File: src/rtl/rtc_pkg.sv
package rtc_pkg;

    localparam int NUM_FIELDS = 7;

    // seconds occupy the low byte, weekday the high byte
    typedef struct packed {
        logic [7:0] wk;
        logic [7:0] yr;
        logic [7:0] mo;
        logic [7:0] dy;
        logic [7:0] hr;
        logic [7:0] mi;
        logic [7:0] se;
    } rtc_time_t;

    typedef struct packed {
        rtc_time_t live;
        rtc_time_t shadow;
        logic      run;
        logic      rnd;
        logic      h12;
    } core_state_t;

    localparam logic [7:0] SEC_MAX  = 8'h59;
    localparam logic [7:0] HR24_MAX = 8'h23;
    localparam logic [7:0] MON_MAX  = 8'h12;
    localparam logic [7:0] YR_MAX   = 8'h99;
    localparam logic [7:0] WK_MAX   = 8'h06;

    localparam rtc_time_t RST_TIME = '{wk: 8'h00, yr: 8'h00, mo: 8'h01,
                                       dy: 8'h01, hr: 8'h00, mi: 8'h00,
                                       se: 8'h00};

    function automatic logic [7:0] bcd_inc(input logic [7:0] v);
        if (v[3:0] == 4'd9) return {v[7:4] + 4'd1, 4'd0};
        return {v[7:4], v[3:0] + 4'd1};
    endfunction

endpackage

File: src/rtl/rtc_month_len.sv
module rtc_month_len
    import rtc_pkg::*;
(
    input  logic [7:0] month_i,
    input  logic [7:0] year_i,
    output logic [7:0] last_day_o
);
    logic leap;

    // binary year divisible by 4: even tens with ones 0/4/8, odd tens with 2/6
    always_comb begin
        if (!year_i[4])
            leap = (year_i[3:0] == 4'd0) || (year_i[3:0] == 4'd4) || (year_i[3:0] == 4'd8);
        else
            leap = (year_i[3:0] == 4'd2) || (year_i[3:0] == 4'd6);
    end

    always_comb begin
        case (month_i)
            8'h02:                      last_day_o = leap ? 8'h29 : 8'h28;
            8'h04, 8'h06, 8'h09, 8'h11: last_day_o = 8'h30;
            default:                    last_day_o = 8'h31;
        endcase
    end
endmodule

File: src/rtl/rtc_time_advance.sv
module rtc_time_advance
    import rtc_pkg::*;
(
    input  rtc_time_t cur_i,
    input  logic      h12_i,
    input  logic      round_i,
    output rtc_time_t nxt_o
);
    typedef struct packed {
        rtc_time_t t;
        logic      c_min;
        logic      c_hr;
        logic      c_day;
        logic      c_mon;
    } adv_t;

    adv_t       a_d;
    logic [7:0] last_day;
    logic [7:0] hr12_inc;

    rtc_month_len u_len (
        .month_i    (cur_i.mo),
        .year_i     (cur_i.yr),
        .last_day_o (last_day)
    );

    assign hr12_inc = bcd_inc({1'b0, cur_i.hr[6:0]});

    always_comb begin
        a_d   = '0;
        a_d.t = cur_i;

        if (round_i) begin
            a_d.t.se  = 8'h00;
            a_d.c_min = (cur_i.se >= 8'h30);
        end else if (cur_i.se == SEC_MAX) begin
            a_d.t.se  = 8'h00;
            a_d.c_min = 1'b1;
        end else begin
            a_d.t.se  = bcd_inc(cur_i.se);
        end

        if (a_d.c_min) begin
            if (cur_i.mi == SEC_MAX) begin
                a_d.t.mi = 8'h00;
                a_d.c_hr = 1'b1;
            end else begin
                a_d.t.mi = bcd_inc(cur_i.mi);
            end
        end

        if (a_d.c_hr) begin
            if (h12_i) begin
                if (cur_i.hr[6:0] == 7'h12) begin
                    a_d.t.hr = {cur_i.hr[7], 7'h01};
                end else if (cur_i.hr[6:0] == 7'h11) begin
                    a_d.t.hr  = {~cur_i.hr[7], 7'h12};
                    a_d.c_day = cur_i.hr[7];
                end else begin
                    a_d.t.hr = {cur_i.hr[7], hr12_inc[6:0]};
                end
            end else if (cur_i.hr == HR24_MAX) begin
                a_d.t.hr  = 8'h00;
                a_d.c_day = 1'b1;
            end else begin
                a_d.t.hr = bcd_inc(cur_i.hr);
            end
        end

        if (a_d.c_day) begin
            a_d.t.wk = (cur_i.wk >= WK_MAX) ? 8'h00 : cur_i.wk + 8'h01;
            if (cur_i.dy >= last_day) begin
                a_d.t.dy  = 8'h01;
                a_d.c_mon = 1'b1;
            end else begin
                a_d.t.dy = bcd_inc(cur_i.dy);
            end
        end

        if (a_d.c_mon) begin
            if (cur_i.mo >= MON_MAX) begin
                a_d.t.mo = 8'h01;
                a_d.t.yr = (cur_i.yr == YR_MAX) ? 8'h00 : bcd_inc(cur_i.yr);
            end else begin
                a_d.t.mo = bcd_inc(cur_i.mo);
            end
        end
    end

    assign nxt_o = a_d.t;
endmodule

File: src/rtl/rtc_bcd_core.sv
module rtc_bcd_core
    import rtc_pkg::*;
#(
    parameter int ADDR_W    = 4,
    parameter int CTRL_ADDR = 8,
    parameter int STAT_ADDR = 9
) (
    input  logic              clk,
    input  logic              rst_n,
    input  logic              tick_1s,
    input  logic              wr_en,
    input  logic [ADDR_W-1:0] addr,
    input  logic [7:0]        wdata,
    output logic [7:0]        rdata
);
    localparam logic [ADDR_W-1:0] A_CTRL = ADDR_W'(CTRL_ADDR);
    localparam logic [ADDR_W-1:0] A_STAT = ADDR_W'(STAT_ADDR);
    localparam logic [ADDR_W-1:0] A_LAST = ADDR_W'(NUM_FIELDS - 1);

    core_state_t s_d, s_q;
    rtc_time_t   nxt_time;
    logic        wr_ctl, wr_time, adv;

    rtc_time_advance u_adv (
        .cur_i   (s_q.live),
        .h12_i   (s_q.h12),
        .round_i (s_q.rnd),
        .nxt_o   (nxt_time)
    );

    assign wr_ctl  = wr_en && (addr == A_CTRL);
    assign wr_time = wr_en && (addr <= A_LAST);
    assign adv     = tick_1s && s_q.run;

    always_comb begin
        s_d = s_q;
        if (adv) begin
            s_d.live = nxt_time;
            s_d.rnd  = 1'b0;
        end
        if (wr_ctl) begin
            s_d.run = wdata[0];
            s_d.h12 = wdata[3];
            if (wdata[1]) s_d.rnd = 1'b1;
            if (wdata[6]) s_d.shadow = s_q.live;
        end
        if (wr_time && !s_q.run) begin
            case (addr)
                ADDR_W'(0): s_d.live.se = wdata;
                ADDR_W'(1): s_d.live.mi = wdata;
                ADDR_W'(2): s_d.live.hr = wdata;
                ADDR_W'(3): s_d.live.dy = wdata;
                ADDR_W'(4): s_d.live.mo = wdata;
                ADDR_W'(5): s_d.live.yr = wdata;
                default:    s_d.live.wk = wdata;
            endcase
        end
    end

    always_ff @(posedge clk) begin
        if (!rst_n) begin
            s_q.live   <= RST_TIME;
            s_q.shadow <= RST_TIME;
            s_q.run    <= 1'b0;
            s_q.rnd    <= 1'b0;
            s_q.h12    <= 1'b0;
        end else begin
            s_q <= s_d;
        end
    end

    always_comb begin
        case (addr)
            ADDR_W'(0): rdata = s_q.shadow.se;
            ADDR_W'(1): rdata = s_q.shadow.mi;
            ADDR_W'(2): rdata = s_q.shadow.hr;
            ADDR_W'(3): rdata = s_q.shadow.dy;
            ADDR_W'(4): rdata = s_q.shadow.mo;
            ADDR_W'(5): rdata = s_q.shadow.yr;
            ADDR_W'(6): rdata = s_q.shadow.wk;
            A_CTRL:     rdata = {4'b0000, s_q.h12, 1'b0, s_q.rnd, s_q.run};
            A_STAT:     rdata = {6'b000000, s_q.run, 1'b0};
            default:    rdata = 8'h00;
        endcase
    end

    // stopped and no field write: the live time must not move
    assert_hold_stopped_R4: assert property (@(posedge clk) disable iff (!rst_n)
        (!s_q.run && !wr_time) |=> $stable(s_q.live));

    // running without a tick: field writes leave the live time alone
    assert_ignore_running_write_R3: assert property (@(posedge clk) disable iff (!rst_n)
        (s_q.run && !tick_1s) |=> $stable(s_q.live));

    // snapshot copies the pre-edge live time even when a tick coincides
    assert_snapshot_coherent_R10: assert property (@(posedge clk) disable iff (!rst_n)
        (wr_ctl && wdata[6]) |=> (s_q.shadow == $past(s_q.live)));

    // a round applied by a tick clears itself unless re-requested
    assert_round_clears_R11: assert property (@(posedge clk) disable iff (!rst_n)
        (adv && s_q.rnd && !(wr_ctl && wdata[1])) |=> !s_q.rnd);

    // a round leaves seconds at zero
    assert_round_zero_sec_R11: assert property (@(posedge clk) disable iff (!rst_n)
        (adv && s_q.rnd) |=> (s_q.live.se == 8'h00));

    // status running flag follows the run bit
    assert_status_run_R12: assert property (@(posedge clk) disable iff (!rst_n)
        (addr == A_STAT) |-> (rdata[1] == s_q.run));
endmodule

File: config.mk
export PLATFORM = sky130hd
export DESIGN_NAME = rtc_bcd_core
export DESIGN_NICKNAME = d
export VERILOG_FILES = /design/src/rtl/rtc_pkg.sv /design/src/rtl/rtc_month_len.sv /design/src/rtl/rtc_time_advance.sv /design/src/rtl/rtc_bcd_core.sv
export SDC_FILE = /design/constraint.sdc
export NUM_CORES = 1
export LEC_CHECK = 0
export BUFFER_PORTS_ARGS = -buffer_cell sky130_fd_sc_hd__buf_2
export CAP_MARGIN = 20
export CELL_PAD_IN_SITES_DETAIL_PLACEMENT = 0
export CELL_PAD_IN_SITES_GLOBAL_PLACEMENT = 2
export CORE_MARGIN = 8
export CORE_UTILIZATION = 37
export CTS_CLUSTER_DIAMETER = 80
export DETAILED_ROUTE_END_ITERATION = 12
export PLACE_DENSITY_LB_ADDON = 0.3
export SYNTH_ARGS = -nofsm -noshare
export SYNTH_HDL_FRONTEND = slang
export SYNTH_SLANG_ARGS = --single-unit
File: constraint.sdc
create_clock -name clk -period 4 [get_ports clk]
set_input_delay 0.8 -clock clk [delete_from_list [all_inputs] [get_ports clk]]
set_output_delay 0.8 -clock clk [all_outputs]
set_load 0.05 [all_outputs]
==> flow_metrics.env, run 1 <==
export IMPL_postCtsHoldBufs=0
export IMPL_path_max_fanout=15
export IMPL_drt_first_pass_iters=5
export IMPL_cp_num_cells=12
export IMPL_synth_seq_cells=115
export IMPL_grt_first_pass_wirelength_um=35400
export IMPL_hold_path_depth=2
export IMPL_largest_reg_flops=115
export IMPL_cts_num_sinks=115
export IMPL_layout_drive_gt1_share_pct=11.6
export IMPL_ir_drop_mv=0.292
export IMPL_ys_flop_type="dfxtp_1"
export IMPL_clkSlewWorstSetupHoldPaths_ps=60
export IMPL_maxCapViolCount=0
export IMPL_path_class="reg2reg"
export IMPL_diodes=0
export IMPL_crit_path_cell_trace="a211oi_1 -> a31oi_1 -> o21ai_0 -> a21oi_1 -> a31oi_1 -> ha_1 -> nor4b_1 -> o221ai_1 -> o2111ai_1 -> buf_4 -> or4_1 -> a31oi_1"
export IMPL_dieWidth_um=149
export IMPL_grt_max_degree=58
export IMPL_critPathMostFrequentCell="a31oi_1"
export IMPL_cts_max_path_buffers=2
export IMPL_r2r_cells=12
export IMPL_ff2ff_setup_slack_ps=620
export IMPL_syn_to_final_growth_pct=13.4
export IMPL_min_period_ps=3380
export IMPL_cp_slowest_stage_delay_ps=560
export IMPL_r2r_start="s_q[100]"
export IMPL_seqCellArea_um2=2300
export IMPL_setup_worst_path_start="s_q[100]"
export IMPL_antenna_found_initial=0
export IMPL_maxSlewViolCount=0
export IMPL_grtUsageTotal_pct=20.7
export IMPL_wire_per_inst_um=21.3
export IMPL_crit_path_end_kind="flop"
export IMPL_cts_resized_gates=0
export IMPL_worst_path_max_delay_cell="dfxtp_1"
export IMPL_cp_data_arrival_time_ps=3720
export IMPL_synth_area_per_cell_um2=7.76
export IMPL_cts_root_buf="clkbuf_16"
export IMPL_reg_top3="s_q: 115 flops"
export IMPL_core_um2=17300
export IMPL_multi_input_area_um2=3890
export IMPL_max_freq_mhz=296
export IMPL_syn_cell_area_um2=6530
export IMPL_die_area_um2=22200
export IMPL_dpl_cell_area_um2=6760
export IMPL_min_path_type="reg2reg"
export IMPL_finalCritPeriodShare_pct=84.4
export IMPL_tns_ps=0
export IMPL_p_leak_nw=2.56
export IMPL_cts_buffers=17
export IMPL_grt_setup_unrepaired="false"
export IMPL_drtIter0Drc=572
export IMPL_antenna_left=0
export IMPL_grt_remaining_overflow=0
export IMPL_hold_viol_final=0
export IMPL_grt_pass1_vias=5954
export IMPL_relSlewSlack_pct=33.2
export IMPL_synth_cells=842
export IMPL_drt_total_wl_um=22800
export IMPL_outcome="complete, no violations"
export IMPL_place_gp_congestion=0.854
export IMPL_min_from="s_q[55]"
export IMPL_synth_seq_area_share_pct=35.2
export IMPL_vias_per_cell=5.96
export IMPL_vias=6373
export IMPL_rows=48
export IMPL_ys_warn_count=0
export IMPL_cp_data_required_time_ps=4340
export IMPL_synthArstFlopShare_pct=0
export IMPL_start_util_pct=37.8
export IMPL_n_fill_cell=1728
export IMPL_cts_setup_buffers=0
export IMPL_cts_tree="done"
export IMPL_path_buf_inv=1
export IMPL_ys_types=72
export IMPL_hpwl_um=15700
export IMPL_clk_latency_ps=420
export IMPL_finalSetupViolCount=0
export IMPL_design_area_um2=7410
export IMPL_htree_levels=4
export IMPL_synth_net_count=881
export IMPL_chipHeight_um=149
export IMPL_pin_count=24
export IMPL_worst_pin_slew_ps=988
export IMPL_start_kind="flop"
export IMPL_power_density_nw_per_um2=402
export IMPL_nets=872
export IMPL_regMostFlops="s_q"
export IMPL_cp_top_family="compound AO/OA/AOI/OAI gates"
export IMPL_drc_errors=0
export IMPL_fin_worst_skew_ps=8.84
export IMPL_numPortBuffers=23
export IMPL_synth_edf_count=0
path summary, 6_finish.rpt:
check	end
max	s_q[92]
min	s_q[55]
max reg2reg	s_q[92]
min reg2reg	s_q[55]
kinds of logic after synthesis:
logic type | Yosys count | share of synthesized area (%)
simple gates | 340 | 25.6
compound gates | 242 | 23.1
flops | 115 | 35.2
buf+inv | 87 | 5.30
mux | 29 | 5.53
fa+ha+maj | 23 | 4.40
xor+xnor | 6 | 0.804
power by group:
group | total, W | switching, W | leakage (nW) | internal [W]
clock | 0.00163 | 0.000542 | 0.305 | 0.00108
sequential | 0.00119 | 0.0000260 | 0.928 | 0.00116
combinational | 0.000168 | 0.000115 | 1.32 | 0.0000523
total | 0.00298 | 0.000684 | 2.56 | 0.00230
tightest hold or removal path: stages (launching register included):
cell and delay [ps]:
dfxtp_1 300, nand2_1 50, a21oi_1 50
per-layer routing:
| layer | part of all wire [%] | wire, µm | global-route usage, % | vias to the layer above |
|---|---|---|---|---|
| met4 | 2.5 | 568 | 7.93 | 0 |
| met5 | 0 | 0 | 0 | - |
| met3 | 6.0 | 1370 | 3.64 | 36 |
| li1 | - | - | - | 3043 |
| met1 | 48 | 10900 | 29.3 | 3093 |
| met2 | 44 | 9930 | 30.6 | 201 |
cell usage in the layout, fill, tap and decap left out, types with 4 or more instances in the layout:
| master | Yosys | layout |
|---|---|---|
| nor3b_1 | 4 | 4 |
| bufinv_16 | 0 | 4 |
| clkinv_2 | 0 | 4 |
| or4_1 | 8 | 8 |
| nand3b_1 | 7 | 7 |
| and2_1 | 8 | 7 |
| a31oi_1 | 28 | 28 |
| ha_1 | 23 | 23 |
| mux2i_1 | 17 | 17 |
| dfxtp_1 | 115 | 115 |
| o22ai_1 | 7 | 7 |
| nor2b_1 | 10 | 10 |
| buf_2 | 4 | 23 |
| o21ai_0 | 61 | 61 |
| or3_1 | 6 | 6 |
| nand4_1 | 8 | 8 |
| inv_1 | 23 | 22 |
| nor4_1 | 7 | 7 |
| a21oi_1 | 83 | 83 |
| buf_4 | 0 | 12 |
| nand3_1 | 31 | 31 |
| a211oi_1 | 10 | 10 |
| and3_1 | 8 | 8 |
| nor3_1 | 14 | 14 |
| mux4_2 | 5 | 5 |
| o31ai_1 | 4 | 4 |
| o311ai_0 | 5 | 4 |
| clkbuf_16 | 0 | 17 |
| nand2_1 | 154 | 153 |
| xnor2_1 | 4 | 4 |
| mux2_2 | 7 | 7 |
| nor2_1 | 46 | 46 |
Yosys cell counts, types with 10 or more instances:
| master | count | share of area (%) |
|---|---|---|
| a211oi_1 | 10 | 1.1 |
| a21oi_1 | 83 | 6.4 |
| a31oi_1 | 28 | 2.7 |
| clkbuf_1 | 50 | 2.9 |
| dfxtp_1 | 115 | 35 |
| ha_1 | 23 | 4.4 |
| inv_1 | 23 | 1.3 |
| mux2i_1 | 17 | 2.6 |
| nand2_1 | 154 | 8.8 |
| nand3_1 | 31 | 2.4 |
| nor2_1 | 46 | 2.6 |
| nor2b_1 | 10 | 0.96 |
| nor3_1 | 14 | 1.1 |
| o21ai_0 | 61 | 4.7 |
stage by stage:
step                setup slack, ps  util, %  hold slack [ps]  instances  total power (W)
floorplan                      67.4        -              433        842          0.00131
global placement                788     39.1              447       1038          0.00137
detailed placement              709     39.1              451       1038          0.00138
CTS                             672     42.7              458       1069          0.00299
global route                    512     42.8              469       1070          0.00307
finish                          625     42.8              455       1070          0.00298
cell type report:
cell class	count	area share (%)
repair buffers	36	3.04
flip-flops and latches	115	31.1
multi-input cells	640	52.5
clock inverters	10	2.09
clock buffers	21	6.35
well taps	225	3.80
inverters	23	1.17
(Power assumes the default switching activity.)
==> run 2, diff against run 1 <==
- CORE_UTILIZATION: 37 -> 34
- clock period: 4 -> 3.05 ns (I/O delays scaled with it)
==> flow_metrics.env, run 2 (synthesis results as in run 1) <==
export IMPL_fin_worst_skew_ps=8.16
export IMPL_final_common_cell="nand2_1"
export IMPL_nets=893
export IMPL_pin_count=24
export IMPL_fin_hold_ws_ps=452
export IMPL_maxSlewViolCount=0
export IMPL_vias_per_cell=5.84
export IMPL_finalCritPeriodShare_pct=92.7
export IMPL_pwr_share_clk_pct=52.4
export IMPL_layout_common_cells="nand2_1 (153), dfxtp_1 (115), a21oi_1 (83), o21ai_0 (60), nor2_1 (44)"
export IMPL_intPower_w=0.00282
export IMPL_cts_num_sinks=115
export IMPL_chipHeight_um=155
export IMPL_cts_max_path_buffers=2
export IMPL_maxCapViolCount=0
export IMPL_final_core_util_pct=40.3
export IMPL_diodes=0
export IMPL_cp_data_required_time_ps=3400
export IMPL_syn_to_final_growth_pct=15.6
export IMPL_start_kind="flop"
export IMPL_numPortBuffers=23
export IMPL_finalSetupViolCount=0
export IMPL_grt_first_pass_wirelength_um=36400
export IMPL_largest_reg_flops=115
export IMPL_worst_pin_slew_ps=856
export IMPL_drt_total_wl_um=23300
export IMPL_max_freq_mhz=354
export IMPL_swShare_pct=25.0
export IMPL_power_density_nw_per_um2=498
export IMPL_antenna_left=0
export IMPL_p_seq_share_pct=41.3
export IMPL_outcome="complete, no violations"
export IMPL_cts_root_buf="clkbuf_16"
export IMPL_hpwl_um=16500
export IMPL_drc_errors=0
export IMPL_p_comb_share_pct=6.4
export IMPL_regMostFlops="s_q"
export IMPL_grt_pass1_vias=6139
export IMPL_grt_setup_unrepaired="false"
export IMPL_die_area_um2=23900
export IMPL_switchingPower_w=0.000941
export IMPL_min_period_ps=2830
export IMPL_antenna_found_initial=0
export IMPL_min_path_type="reg2reg"
export IMPL_n_fill_cell=1933
export IMPL_reg_top3="s_q: 115 flops"
export IMPL_rows=50
export IMPL_grtUsageTotal_pct=19.7
export IMPL_clk_latency_ps=420
export IMPL_cp_data_arrival_time_ps=3180
export IMPL_cts_tree="done"
export IMPL_crit_path_end_kind="flop"
export IMPL_ir_drop_mv=0.368
export IMPL_drt_first_pass_iters=5
export IMPL_relSlewSlack_pct=42.5
export IMPL_layout_drive_gt1_share_pct=14.3
export IMPL_clkSlewWorstSetupHoldPaths_ps=60
export IMPL_htree_levels=4
export IMPL_drtIter0Drc=667
export IMPL_p_leak_nw=2.63
export IMPL_start_util_pct=34.8
export IMPL_path_max_fanout=15
export IMPL_core_um2=18800
export IMPL_grt_max_degree=47
export IMPL_wire_per_inst_um=21.2
export IMPL_dieWidth_um=155
export IMPL_place_gp_congestion=0.850
export IMPL_path_class="reg2reg"
export IMPL_vias=6434
export IMPL_cts_buffers=17
export IMPL_hold_viol_final=0
export IMPL_grt_remaining_overflow=0
[run 2: layer usage]
layer  track usage [%]  part of all wire (%)  up-vias  routed length [µm]
li1                  -                     -     3080                   -
met1              27.0                    47     3125               11000
met2              29.4                    44      195               10200
met3              4.24                   6.1       34                1420
met4              7.98                   2.6        0                 606
met5                 0                     0        -                   0
[run 2: what timing repair did]
| item | in CTS | in global routing |
|---|---|---|
| buffers inserted | 0 | 0 |
| hold buffers | 0 | 0 |
| resized for setup | 0 | 1 |
| endpoints found under the setup margin | 0 | 13 |
[run 2: worst max-delay path: stages, from the launching register on]
cell       delay (ps)
dfxtp_1           450
a211oi_1          110
a31oi_1           170
o21ai_0           120
a21oi_1           180
a31oi_1            70
ha_1              300
nor4b_2            50
o221ai_1          210
o2111ai_1         170
buf_4             230
or4_1             520
a31oi_1           170
[run 2: metrics by stage]
step                      power (W)  setup slack (ps)  cell area, µm²  std cells  setup TNS, ps
after floorplan             0.00172             -33.5            6550        842          -33.5
after global placement      0.00182               255            6970       1069              0
after detailed placement    0.00182               192            6970       1069              0
after CTS                   0.00378               155            7550       1101              0
after global routing        0.00388              1.06            7560       1101              0
final                       0.00376               222            7560       1101              0
[run 2: layout make-up]
type	instances	area, µm²	share of cell area, %
Timing Repair Buffer	57	383	5.07
Clock inverter	12	134	1.77
Inverter	23	86.3	1.14
Multi-Input combinational cell	640	3910	51.8
Tap cell	234	293	3.87
Sequential cell	115	2300	30.5
Clock buffer	20	447	5.91
[run 2: power by group through the flow]
| stage | logic [W] | registers (W) | clock network [W] |
|---|---|---|---|
| 2_1_floorplan | 0.000152 | 0.00157 | 0 |
| 3_3_place_gp | 0.000234 | 0.00158 | 0 |
| 3_5_place_dp | 0.000237 | 0.00158 | 0 |
| 4_1_cts | 0.000238 | 0.00155 | 0.00199 |
| 5_1_grt | 0.000259 | 0.00155 | 0.00207 |
| 6_report | 0.000239 | 0.00155 | 0.00197 |
[run 2: final timing paths]
| kind | start | depth (start not counted) | slack (ps) | endpoint |
|---|---|---|---|---|
| hold / removal | s_q[58] | 2 | 450 | s_q[58] |
| setup / recovery | s_q[101] | 12 | 220 | s_q[92] |
| hold reg to reg | s_q[58] | 2 | 450 | s_q[58] |
| setup reg to reg | s_q[101] | 12 | 220 | s_q[92] |
==> run 3, diff against run 2 <==
- REMOVE_ABC_BUFFERS: not set -> 1
==> flow_metrics.env, run 3 (synthesis results as in run 1) <==
export IMPL_outcome="complete, no violations"
export IMPL_relSlewSlack_pct=46.3
export IMPL_cts_num_sinks=115
export IMPL_grtUsageTotal_pct=20.0
export IMPL_final_common_cell="nand2_1"
export IMPL_tns_ps=0
export IMPL_drt_total_wl_um=23600
export IMPL_max_freq_mhz=336
export IMPL_crit_path_cell_trace="inv_1 -> ha_1 -> mux2_2 -> a31oi_1 -> ha_1 -> nor4b_2 -> o221ai_1 -> buf_4 -> or4_1 -> a31oi_1"
export IMPL_min_path_type="reg2reg"
export IMPL_grt_remaining_overflow=0
export IMPL_maxSlewViolCount=0
export IMPL_chipHeight_um=155
export IMPL_layout_common_cells="nand2_1 (153), dfxtp_1 (115), a21oi_1 (83), o21ai_0 (61), nor2_1 (46)"
export IMPL_cts_resized_gates=0
export IMPL_cts_setup_buffers=0
export IMPL_cp_data_required_time_ps=3380
export IMPL_drt_first_pass_iters=5
export IMPL_drtIter0Drc=616
export IMPL_hold_path_depth=2
export IMPL_numPortBuffers=23
export IMPL_layout_drive_gt1_share_pct=14.7
export IMPL_path_class="reg2reg"
export IMPL_vias=6505
export IMPL_power_density_nw_per_um2=521
export IMPL_cts_root_buf="clkbuf_16"
export IMPL_pin_count=24
export IMPL_dieWidth_um=155
export IMPL_hold_viol_final=0
export IMPL_nets=902
export IMPL_p_leak_nw=2.71
export IMPL_htree_levels=4
export IMPL_wire_per_inst_um=21.3
export IMPL_cts_buffers=17
export IMPL_largest_reg_flops=115
export IMPL_grt_pass1_vias=6178
export IMPL_start_kind="flop"
export IMPL_drc_errors=0
export IMPL_final_cells=1109
export IMPL_crit_path_end_kind="flop"
export IMPL_fin_worst_skew_ps=7.62
export IMPL_place_gp_congestion=0.863
export IMPL_postCtsHoldBufs=0
export IMPL_core_um2=18800
export IMPL_worst_path_max_delay_cell="or4_1"
export IMPL_ir_drop_mv=0.379
export IMPL_cp_slowest_stage_delay_ps=470
export IMPL_start_util_pct=34.8
export IMPL_syn_to_final_growth_pct=17.2
export IMPL_clk_latency_ps=420
export IMPL_path_max_fanout=6
export IMPL_worst_pin_slew_ps=800
export IMPL_finalSetupViolCount=0
export IMPL_reg_top3="s_q: 115 flops"
export IMPL_maxCapViolCount=0
export IMPL_cts_max_path_buffers=2
export IMPL_antenna_found_initial=0
export IMPL_fin_hold_ws_ps=452
export IMPL_cp_data_arrival_time_ps=3300
export IMPL_rows=50
export IMPL_grt_max_degree=47
export IMPL_grt_first_pass_wirelength_um=36700
export IMPL_cts_tree="done"
export IMPL_min_period_ps=2970
export IMPL_place_inst=1078
export IMPL_fin_ws_ps=75.6
export IMPL_regMostFlops="s_q"
export IMPL_hpwl_um=16900
export IMPL_ff2ff_setup_slack_ps=80
export IMPL_clkSlewWorstSetupHoldPaths_ps=50
export IMPL_antenna_left=0
export IMPL_finalCritPeriodShare_pct=97.5
export IMPL_r2r_cells=10
export IMPL_die_area_um2=23900
export IMPL_vias_per_cell=5.87
export IMPL_diodes=0
export IMPL_dp_slack_ps=98.3
run 3: changes by cell type in the layout (fill, tap and decap cells not counted), sizes merged:
cell	delta
bufinv	+3
clkinv	-2
clkinvlp	-3
clkbuf	+1
buf	+9
run 3: critical path, delay by kind of cell (launching register included):
family,cells,cell delay [ps]
AOI/OAI and AO/OA,3,630
adders and majority gates,2,500
buffers and inverters,2,260
DFF,1,450
muxes,1,270
and+or+nand+nor,2,780
run 3: cell type report:
class                           instances  area (µm²)
Clock inverter                         10         180
Tap cell                              234         293
Clock buffer                           21         460
Multi-Input combinational cell        640        3900
Sequential cell                       115        2300
Timing Repair Buffer                   66         438
Fill cell                            1943       11100
Inverter                               23        86.3
run 3: through the flow:
step | power, W | instance area, µm² | utilization [%]
3_3_place_gp | 0.00182 | 7010 | 37.3
4_1_cts | 0.00403 | 7650 | 40.8
2_1_floorplan | 0.00169 | 6270 | -
3_5_place_dp | 0.00182 | 7010 | 37.3
5_1_grt | 0.00412 | 7660 | 40.8
6_report | 0.00399 | 7660 | 40.8
run 3: worst paths after layout:
path / to / start
worst max register to register: s_q[87] / s_q[95]
worst min-delay path: s_q[19] / s_q[19]
worst min register to register: s_q[19] / s_q[19]
worst max-delay path: s_q[87] / s_q[95]
run 3: layer usage:
| layer | track usage [%] | part of all wire [%] | wire length (µm) |
|---|---|---|---|
| met1 | 26.7 | 46 | 10800 |
| met2 | 31.1 | 45 | 10700 |
| met3 | 4.99 | 6.8 | 1600 |
| met4 | 5.88 | 2.2 | 509 |
| met5 | 0 | 0 | 0 |
run 3: power breakdown:
part	internal (W)	leakage (nW)	switching, W	total, W
clock	0.00148	0.309	0.000719	0.00220
combinational	0.0000797	1.47	0.000161	0.000241
sequential	0.00152	0.928	0.0000293	0.00155
